$ cat src/rtl/ptb_pkg.sv
package ptb_pkg;
  localparam int DIV_W   = 3;
  localparam int MAX_A   = 1 << ((1 << DIV_W) - 1);
  localparam int MAX_B   = 2 * ((1 << DIV_W) - 1);
  localparam int PRE_W   = $clog2(MAX_A * MAX_B + 1);

  typedef enum logic [1:0] {
    MODE_UP     = 2'd0,
    MODE_DOWN   = 2'd1,
    MODE_UPDOWN = 2'd2,
    MODE_HOLD   = 2'd3
  } cntMode_e;

  typedef struct packed {
    logic [DIV_W-1:0] divB;
    logic [DIV_W-1:0] divA;
    logic [1:0]       haltPol;
    logic [1:0]       syncSel;
    logic             dirAfterSync;
    cntMode_e         mode;
  } ctlCfg_t;

  typedef struct packed {
    logic load;
    logic step;
    logic loadDirUp;
  } cntStb_t;
endpackage

$ cat src/rtl/ptb_ctrl.sv
module ptb_ctrl
  import ptb_pkg::*;
#(
  parameter int CNT_W = 16
) (
  input  logic             clk,
  input  logic             rstN,
  input  logic             cfgWe,
  input  logic [1:0]       cfgAddr,
  input  logic [CNT_W-1:0] cfgWdata,
  output logic [CNT_W-1:0] cfgRdata,
  input  logic             syncIn,
  input  logic             dbgHalt,
  input  logic [CNT_W-1:0] cnt,
  input  logic             isZero,
  input  logic             isPeriod,
  input  logic             isCmpB,
  output ctlCfg_t          cfg,
  output logic [CNT_W-1:0] periodVal,
  output logic [CNT_W-1:0] phaseVal,
  output cntStb_t          stb,
  output logic             syncOut
);
  localparam logic [1:0] ADDR_CTL = 2'd0;
  localparam logic [1:0] ADDR_PRD = 2'd1;
  localparam logic [1:0] ADDR_PHS = 2'd2;
  localparam int MODE_LSB = 0;
  localparam int DIR_BIT  = 2;
  localparam int SEL_LSB  = 3;
  localparam int SW_BIT   = 5;
  localparam int POL_LSB  = 6;
  localparam int DIVA_LSB = 8;
  localparam int DIVB_LSB = DIVA_LSB + DIV_W;

  logic ctlWr;
  logic swPulse;
  logic frozen;
  logic [PRE_W-1:0] preCnt, divAVal, divBVal, total;
  logic tick, syncEvt, atEnd, haltBlock;

  assign ctlWr = cfgWe && (cfgAddr == ADDR_CTL);

  // register file
  always_ff @(posedge clk or negedge rstN) begin
    if (!rstN) begin
      cfg.mode         <= MODE_UP;
      cfg.dirAfterSync <= 1'b0;
      cfg.syncSel      <= 2'd0;
      cfg.haltPol      <= 2'd0;
      cfg.divA         <= '0;
      cfg.divB         <= DIV_W'(1);
      periodVal        <= '0;
      phaseVal         <= '0;
      swPulse          <= 1'b0;
    end else begin
      swPulse <= ctlWr && cfgWdata[SW_BIT];
      if (ctlWr) begin
        cfg.mode         <= cntMode_e'(cfgWdata[MODE_LSB +: 2]);
        cfg.dirAfterSync <= cfgWdata[DIR_BIT];
        cfg.syncSel      <= cfgWdata[SEL_LSB +: 2];
        cfg.haltPol      <= cfgWdata[POL_LSB +: 2];
        cfg.divA         <= cfgWdata[DIVA_LSB +: DIV_W];
        cfg.divB         <= cfgWdata[DIVB_LSB +: DIV_W];
      end
      if (cfgWe && cfgAddr == ADDR_PRD) periodVal <= cfgWdata;
      if (cfgWe && cfgAddr == ADDR_PHS) phaseVal  <= cfgWdata;
    end
  end

  always_comb begin
    cfgRdata = '0;
    unique case (cfgAddr)
      ADDR_CTL: begin
        cfgRdata[MODE_LSB +: 2]     = cfg.mode;
        cfgRdata[DIR_BIT]           = cfg.dirAfterSync;
        cfgRdata[SEL_LSB +: 2]      = cfg.syncSel;
        cfgRdata[POL_LSB +: 2]      = cfg.haltPol;
        cfgRdata[DIVA_LSB +: DIV_W] = cfg.divA;
        cfgRdata[DIVB_LSB +: DIV_W] = cfg.divB;
      end
      ADDR_PRD: cfgRdata = periodVal;
      ADDR_PHS: cfgRdata = phaseVal;
      default:  cfgRdata = cnt;
    endcase
  end

  // two-stage prescaler as a clock-enable generator
  always_comb begin
    divAVal = PRE_W'(1) << cfg.divA;
    divBVal = (cfg.divB == '0) ? PRE_W'(1) : PRE_W'({cfg.divB, 1'b0});
    total   = PRE_W'(divAVal * divBVal);
    tick    = (preCnt == total - PRE_W'(1));
  end

  always_ff @(posedge clk or negedge rstN) begin
    if (!rstN)      preCnt <= '0;
    else if (ctlWr) preCnt <= '0;
    else if (tick)  preCnt <= '0;
    else            preCnt <= preCnt + PRE_W'(1);
  end

  // sync and halt control
  always_comb begin
    syncEvt   = syncIn || (swPulse && cfg.syncSel == 2'd0);
    atEnd     = (cfg.mode == MODE_UP) ? isPeriod : isZero;
    haltBlock = dbgHalt && ((cfg.haltPol == 2'd0 && frozen) ||
                            (cfg.haltPol == 2'd1 && atEnd));
    stb.load      = syncEvt;
    stb.loadDirUp = cfg.dirAfterSync;
    stb.step      = tick && !syncEvt && (cfg.mode != MODE_HOLD) && !haltBlock;
  end

  always_ff @(posedge clk or negedge rstN) begin
    if (!rstN) frozen <= 1'b0;
    else       frozen <= dbgHalt && (frozen || stb.step);
  end

  always_comb begin
    unique case (cfg.syncSel)
      2'd0:    syncOut = syncEvt;
      2'd1:    syncOut = isZero;
      2'd2:    syncOut = isCmpB;
      default: syncOut = 1'b0;
    endcase
  end
endmodule

$ cat src/rtl/ptb_datapath.sv
module ptb_datapath
  import ptb_pkg::*;
#(
  parameter int CNT_W = 16
) (
  input  logic             clk,
  input  logic             rstN,
  input  cntStb_t          stb,
  input  cntMode_e         mode,
  input  logic [CNT_W-1:0] periodVal,
  input  logic [CNT_W-1:0] phaseVal,
  input  logic [CNT_W-1:0] cmpB,
  output logic [CNT_W-1:0] cnt,
  output logic             isZero,
  output logic             isPeriod,
  output logic             isCmpB
);
  localparam logic [CNT_W-1:0] ONE = CNT_W'(1);

  logic dirUp;

  assign isZero   = (cnt == '0);
  assign isPeriod = (cnt == periodVal);
  assign isCmpB   = (cnt == cmpB);

  always_ff @(posedge clk or negedge rstN) begin
    if (!rstN) begin
      cnt   <= '0;
      dirUp <= 1'b1;
    end else if (stb.load) begin
      cnt <= phaseVal;
      if (mode == MODE_UPDOWN) dirUp <= stb.loadDirUp;
    end else if (stb.step) begin
      unique case (mode)
        MODE_UP:   cnt <= isPeriod ? '0 : cnt + ONE;
        MODE_DOWN: cnt <= isZero ? periodVal : cnt - ONE;
        MODE_UPDOWN: begin
          if (dirUp) begin
            if (cnt >= periodVal) begin
              dirUp <= 1'b0;
              if (!isZero) cnt <= cnt - ONE;
            end else begin
              cnt <= cnt + ONE;
            end
          end else begin
            if (isZero) begin
              dirUp <= 1'b1;
              if (periodVal != '0) cnt <= ONE;
            end else begin
              cnt <= cnt - ONE;
            end
          end
        end
        default: cnt <= cnt;
      endcase
    end
  end
endmodule

$ cat src/rtl/pwm_timebase.sv
module pwm_timebase
  import ptb_pkg::*;
#(
  parameter int CNT_W = 16
) (
  input  logic             clk,
  input  logic             rstN,
  input  logic             cfgWe,
  input  logic [1:0]       cfgAddr,
  input  logic [CNT_W-1:0] cfgWdata,
  output logic [CNT_W-1:0] cfgRdata,
  input  logic             syncIn,
  input  logic             dbgHalt,
  input  logic [CNT_W-1:0] cmpB,
  output logic             syncOut,
  output logic             zeroStb,
  output logic             periodStb,
  output logic [CNT_W-1:0] count
);
  ctlCfg_t          cfg;
  cntStb_t          stb;
  logic [CNT_W-1:0] periodVal, phaseVal;
  logic             isZero, isPeriod, isCmpB;

  ptb_ctrl #(.CNT_W(CNT_W)) u_ctrl (
    .clk(clk), .rstN(rstN), .cfgWe(cfgWe), .cfgAddr(cfgAddr),
    .cfgWdata(cfgWdata), .cfgRdata(cfgRdata), .syncIn(syncIn),
    .dbgHalt(dbgHalt), .cnt(count), .isZero(isZero), .isPeriod(isPeriod),
    .isCmpB(isCmpB), .cfg(cfg), .periodVal(periodVal), .phaseVal(phaseVal),
    .stb(stb), .syncOut(syncOut)
  );

  ptb_datapath #(.CNT_W(CNT_W)) u_dp (
    .clk(clk), .rstN(rstN), .stb(stb), .mode(cfg.mode),
    .periodVal(periodVal), .phaseVal(phaseVal), .cmpB(cmpB),
    .cnt(count), .isZero(isZero), .isPeriod(isPeriod), .isCmpB(isCmpB)
  );

  assign zeroStb   = isZero;
  assign periodStb = isPeriod;
endmodule

$ cat config.mk
export PLATFORM = sky130hd
export DESIGN_NAME = pwm_timebase
export DESIGN_NICKNAME = d
export VERILOG_FILES = /design/src/rtl/ptb_pkg.sv /design/src/rtl/ptb_ctrl.sv /design/src/rtl/ptb_datapath.sv /design/src/rtl/pwm_timebase.sv
export SDC_FILE = /design/constraint.sdc
export NUM_CORES = 1
export LEC_CHECK = 0
export ABC_AREA = 1
export CAP_MARGIN = 20
export CORE_MARGIN = 5
export CORE_UTILIZATION = 25
export DETAILED_ROUTE_END_ITERATION = 7
export GPL_TIMING_DRIVEN = 0
export SYNTH_ARGS = -nofsm -noshare
export SYNTH_HDL_FRONTEND = slang
export SYNTH_SLANG_ARGS = --single-unit
export TNS_END_PERCENT = 5
$ cat constraint.sdc
create_clock -name clk -period 8.65 [get_ports clk]
set_input_delay 2.1625 -clock clk [delete_from_list [all_inputs] [get_ports clk]]
set_output_delay 2.1625 -clock clk [all_outputs]
set_load 0.01 [all_outputs]
==> results of run 1 <==
## cells in the final DEF, fill, tap and decap left out, types with 6 or more instances in the layout
cell	netlist	layout
sky130_fd_sc_hd__clkbuf_1	24	24
sky130_fd_sc_hd__a31oi_1	6	6
sky130_fd_sc_hd__nor4_1	8	8
sky130_fd_sc_hd__clkbuf_16	0	9
sky130_fd_sc_hd__a21oi_1	34	34
sky130_fd_sc_hd__fa_1	13	13
sky130_fd_sc_hd__ha_1	45	45
sky130_fd_sc_hd__nor2_4	6	6
sky130_fd_sc_hd__buf_2	15	15
sky130_fd_sc_hd__o21ai_0	82	82
sky130_fd_sc_hd__nand4_1	9	9
sky130_fd_sc_hd__xor2_1	32	32
sky130_fd_sc_hd__or2_2	6	6
sky130_fd_sc_hd__nand3_1	78	78
sky130_fd_sc_hd__clkdlybuf4s50_1	0	72
sky130_fd_sc_hd__nand2_1	347	347
sky130_fd_sc_hd__inv_1	135	135
sky130_fd_sc_hd__nor2_2	6	6
sky130_fd_sc_hd__xnor2_1	13	13
sky130_fd_sc_hd__nor2_1	103	103
sky130_fd_sc_hd__dfrtp_1	73	73
sky130_fd_sc_hd__nand2_2	6	6
sky130_fd_sc_hd__nor3_1	17	17
sky130_fd_sc_hd__o22ai_1	8	8
## where the power goes
| group | switching (uW) | total [uW] | internal, uW | leakage [uW] |
|---|---|---|---|---|
| Sequential | 86.1 | 508 | 422 | 0.000943 |
| Combinational | 800 | 1260 | 459 | 0.00317 |
| Clock | 156 | 390 | 234 | 0.000153 |
| Total | 1040 | 2160 | 1110 | 0.00426 |
## logic make-up after synthesis
kind of cell	Yosys count	synth area share, %
buf+inv	188	10.5
compound gates	156	12.1
xor+xnor	45	5.39
fa+ha+maj	58	11.3
flops	75	25.7
simple gates	597	35.0
## path summary, 6_finish.rpt
path	end	cells after the start	from	slack [ns]
hold reg to reg	u_ctrl.phaseVal[3]$_DFFE_PN0P_	2	u_ctrl.phaseVal[3]$_DFFE_PN0P_	0.48
min in group asynchronous	u_ctrl.preCnt[1]$_DFF_PN0_	1	rstN	1.65
setup / recovery	cfgRdata[8]	8	cfgAddr[1]	1.73
setup reg to reg	u_dp.cnt[9]$_DFFE_PN0P_	21	u_ctrl.cfg[7]$_DFFE_PN0P_	4.09
hold / removal	u_ctrl.phaseVal[3]$_DFFE_PN0P_	2	u_ctrl.phaseVal[3]$_DFFE_PN0P_	0.48
max in group asynchronous	u_ctrl.cfg[10]$_DFFE_PN1P_	2	rstN	6.39
## stage by stage
step / power [uW] / utilization [%] / hold WS, ns / instances
after floorplan: 1340 / - / 0.453 / 1119
after global placement: 1750 / 29.6 / 0.468 / 1576
after detailed placement: 1760 / 29.7 / 0.475 / 1577
after CTS: 2160 / 30.8 / 0.489 / 1593
after global routing: 2340 / 30.8 / 0.497 / 1593
final: 2160 / 30.8 / 0.485 / 1593
## registers in the layout, indices dropped and copies added (netlist names)
name / flops
u_ctrl.cfg: 13
u_ctrl.frozen: 1
u_ctrl.periodVal: 16
u_ctrl.phaseVal: 16
u_ctrl.preCnt: 11
u_ctrl.swPulse: 1
u_dp.cnt: 16
u_dp.dirUp: 1
## synth_stat cells (3+ instances only)
| library cell | instances |
|---|---|
| sky130_fd_sc_hd__xor2_1 | 32 |
| sky130_fd_sc_hd__nor4_1 | 8 |
| sky130_fd_sc_hd__nor2_1 | 103 |
| sky130_fd_sc_hd__nor2_4 | 6 |
| sky130_fd_sc_hd__buf_6 | 5 |
| sky130_fd_sc_hd__xnor2_1 | 13 |
| sky130_fd_sc_hd__nor3_1 | 17 |
| sky130_fd_sc_hd__nand2_1 | 347 |
| sky130_fd_sc_hd__ha_1 | 45 |
| sky130_fd_sc_hd__or2_2 | 6 |
| sky130_fd_sc_hd__a221oi_1 | 4 |
| sky130_fd_sc_hd__o221ai_1 | 3 |
| sky130_fd_sc_hd__nand4_1 | 9 |
| sky130_fd_sc_hd__buf_2 | 15 |
| sky130_fd_sc_hd__a21oi_1 | 34 |
| sky130_fd_sc_hd__clkbuf_1 | 24 |
| sky130_fd_sc_hd__nor2_2 | 6 |
| sky130_fd_sc_hd__inv_2 | 5 |
| sky130_fd_sc_hd__o22ai_1 | 8 |
| sky130_fd_sc_hd__a31oi_1 | 6 |
| sky130_fd_sc_hd__o2111ai_1 | 4 |
| sky130_fd_sc_hd__o21ai_0 | 82 |
| sky130_fd_sc_hd__nand3_1 | 78 |
| sky130_fd_sc_hd__dfrtp_1 | 73 |
| sky130_fd_sc_hd__inv_1 | 135 |
| sky130_fd_sc_hd__nand2_2 | 6 |
| sky130_fd_sc_hd__fa_1 | 13 |
| sky130_fd_sc_hd__nand3b_1 | 4 |
| sky130_fd_sc_hd__a21o_1 | 5 |
## per-layer routing
layer | routed length [um] | share of wire [%]
met5 | 0 | 0
met1 | 11600 | 43
met2 | 12800 | 48
met4 | 746 | 2.8
met3 | 1760 | 6.5
## area by class of cell
type,instances,area [um2]
sequential,75,1880
timing repair buffer,74,756
multi-input combinational,856,4660
buffer,47,241
tap,384,480
inverter,141,529
fill,3120,19900
clock buffer,10,239
clock inverter,6,70.1
## critical path, cell delays in order
cell	delay (ns)
sky130_fd_sc_hd__clkdlybuf4s50_1	0.55
sky130_fd_sc_hd__inv_1	0.05
sky130_fd_sc_hd__nor2_1	0.53
sky130_fd_sc_hd__inv_1	0.35
sky130_fd_sc_hd__o22ai_1	0.24
sky130_fd_sc_hd__a21oi_1	0.06
sky130_fd_sc_hd__o21ai_0	0.20
sky130_fd_sc_hd__clkdlybuf4s50_1	0.63
==> impl_metrics.xml, run 1 <==
<?xml version="1.0" encoding="UTF-8"?>
<metrics>
  <group name="synth">
    <metric name="postSynthCellCount" unit="">1119</metric>
    <metric name="synth_top_area_share" unit="%">25.0</metric>
    <metric name="synth-main-ff-cell" unit="">sky130_fd_sc_hd__dfrtp_1</metric>
    <metric name="synth-edff-count" unit="">0</metric>
    <metric name="yosys.cell_types.count" unit="">48</metric>
    <metric name="yosys.area.top_type" unit="">sky130_fd_sc_hd__dfrtp_1</metric>
    <metric name="ys_warn_count" unit="">0</metric>
    <metric name="post_synth_instance_area" unit="mm2">0.00731</metric>
    <metric name="post_synth_main_area_contributors" unit="">sky130_fd_sc_hd__dfrtp_1 25%, sky130_fd_sc_hd__nand2_1 18%, sky130_fd_sc_hd__ha_1 7.7%</metric>
    <metric name="ys_ff_latch" unit="">75</metric>
    <metric name="synth_sequential_area_ratio" unit="%">25.7</metric>
    <metric name="synth.avg_cell_area" unit="um2">6.53</metric>
    <metric name="async_flop_share" unit="%">100</metric>
    <metric name="synth.net_count" unit="">1216</metric>
  </group>
  <group name="clocking">
    <metric name="cts.reportedPaths.clkPinSlew" unit="ns">0.06</metric>
    <metric name="htreeDepth" unit="">3</metric>
    <metric name="post_cts_resized" unit="">0</metric>
    <metric name="cts_made_buffers" unit="">9</metric>
    <metric name="tritoncts_clock_tree" unit="">built</metric>
    <metric name="worstSkewPairLatency" unit="ns">0.35</metric>
    <metric name="postCtsHoldBufs" unit="">0</metric>
    <metric name="clock_sinks" unit="">75</metric>
    <metric name="clk_path_buf_depth" unit="">2</metric>
    <metric name="cts_post_setup_buffers_inserted" unit="">0</metric>
    <metric name="clock_tree.root_cell" unit="">sky130_fd_sc_hd__clkbuf_16</metric>
  </group>
  <group name="pwr">
    <metric name="p_per_cell_area" unit="mW/mm2">244</metric>
    <metric name="worst_ir_drop_vdd" unit="mV">0.122</metric>
    <metric name="cellLeakagePower" unit="uW">0.00426</metric>
  </group>
  <group name="critical_path">
    <metric name="timing.critical_path.required" unit="ns">6.49</metric>
    <metric name="worst_setup_path_end_kind" unit="">primary output</metric>
    <metric name="worst-setup-path-type" unit="">input pin to primary output</metric>
    <metric name="critical_path_source_type" unit="">input pin</metric>
    <metric name="timing.critical_path.fanout_max" unit="">10</metric>
    <metric name="critical_path_data_arrival_time" unit="ns">4.76</metric>
  </group>
  <group name="final_layout">
    <metric name="n_antenna_cell" unit="">0</metric>
    <metric name="areaGrowthSynthToFinish" unit="%">21.1</metric>
    <metric name="post_route_cells_drive_above_1_share" unit="%">6.45</metric>
    <metric name="design.final.nets" unit="">1301</metric>
    <metric name="finalInstanceArea" unit="mm2">0.00886</metric>
  </group>
  <group name="sta">
    <metric name="finalCritPeriodShare" unit="%">80.0</metric>
    <metric name="final_max_slew_viol_count" unit="">0</metric>
    <metric name="min_period" unit="ns">6.92</metric>
    <metric name="slew_headroom" unit="%">54.2</metric>
    <metric name="worst_pin_slew" unit="ns">0.685</metric>
    <metric name="worst_clock_skew" unit="ns">0.0130</metric>
    <metric name="setup_repair_after_global_routing_missed_its_margin" unit="">no</metric>
    <metric name="finalSetupViolCount" unit="">0</metric>
    <metric name="report.final.hold_viol_count" unit="">0</metric>
    <metric name="worst_slack" unit="ns">1.73</metric>
    <metric name="fmax" unit="MHz">144</metric>
    <metric name="setup_total_negative_slack" unit="ns">0</metric>
  </group>
  <group name="floorplanning">
    <metric name="floorplan.initialDensity" unit="%">25.4</metric>
    <metric name="chipWidth" unit="um">181</metric>
    <metric name="design.die.area" unit="mm2">0.0328</metric>
    <metric name="placement_rows" unit="">62</metric>
    <metric name="pin_count" unit="">74</metric>
    <metric name="coreArea" unit="mm2">0.0288</metric>
    <metric name="die_y" unit="um">181</metric>
  </group>
  <group name="drt">
    <metric name="detail-route-antenna-nets" unit="">0</metric>
    <metric name="drt_wl_total" unit="um">26900</metric>
    <metric name="detail_route.drc_violations" unit="">0</metric>
    <metric name="firstDrtPassIters" unit="">7</metric>
    <metric name="detail_route.wl_per_cell" unit="um">16.9</metric>
    <metric name="route.vias.total" unit="">7628</metric>
    <metric name="drt_first_iter_violations" unit="">593</metric>
    <metric name="post_drt_via_cell_ratio" unit="">4.79</metric>
  </group>
  <group name="place">
    <metric name="gpl.final_weighted_congestion" unit="">0.965</metric>
    <metric name="post_dp_cell_area" unit="mm2">0.00855</metric>
    <metric name="buffer_ports.inserted" unit="">73</metric>
    <metric name="placement.setup.worst_slack" unit="ns">1.72</metric>
    <metric name="place.detailed.hpwl" unit="um">21700</metric>
  </group>
  <group name="grt">
    <metric name="met2_usage" unit="%">27.1</metric>
    <metric name="gr-total-overflow" unit="">0</metric>
    <metric name="gr-usage-all-layers" unit="%">16.2</metric>
    <metric name="grt-busiest-layer" unit="">met2</metric>
    <metric name="first_global_vias" unit="">7379</metric>
    <metric name="largest_net_degree_at_the_start_of_global_routing" unit="">67</metric>
    <metric name="grtUsageMet3" unit="%">2.53</metric>
    <metric name="grt_first_pass_wirelength" unit="um">41900</metric>
    <metric name="antenna_found_initial" unit="">0</metric>
    <metric name="globalRouteMet1Util" unit="%">21.5</metric>
  </group>
  <group name="status">
    <metric name="run_status" unit="">finished, final reports clean</metric>
  </group>
  <group name="worst_hold_path">
    <metric name="hp-class" unit="">flop to flop</metric>
  </group>
  <group name="run">
    <metric name="drv_cap" unit="">0</metric>
  </group>
</metrics>
Note: power is estimated with default switching activity, not from simulation.
==> run 2, diff against run 1 <==
- clock period: 8.65 -> 6.96 ns (I/O delays scaled with it)
==> results of run 2 <==
The final DEF is identical to that of run 1. Status: finished, final reports clean.
Among the figures that moved: setup slack after placement 1.72 ns -> 0.879 ns; setup slack after layout 1.73 ns -> 0.883 ns; register-to-register setup slack 4.09 ns -> 2.40 ns; total power 2160 uW -> 2680 uW; worst IR drop on VDD 0.122 mV -> 0.151 mV
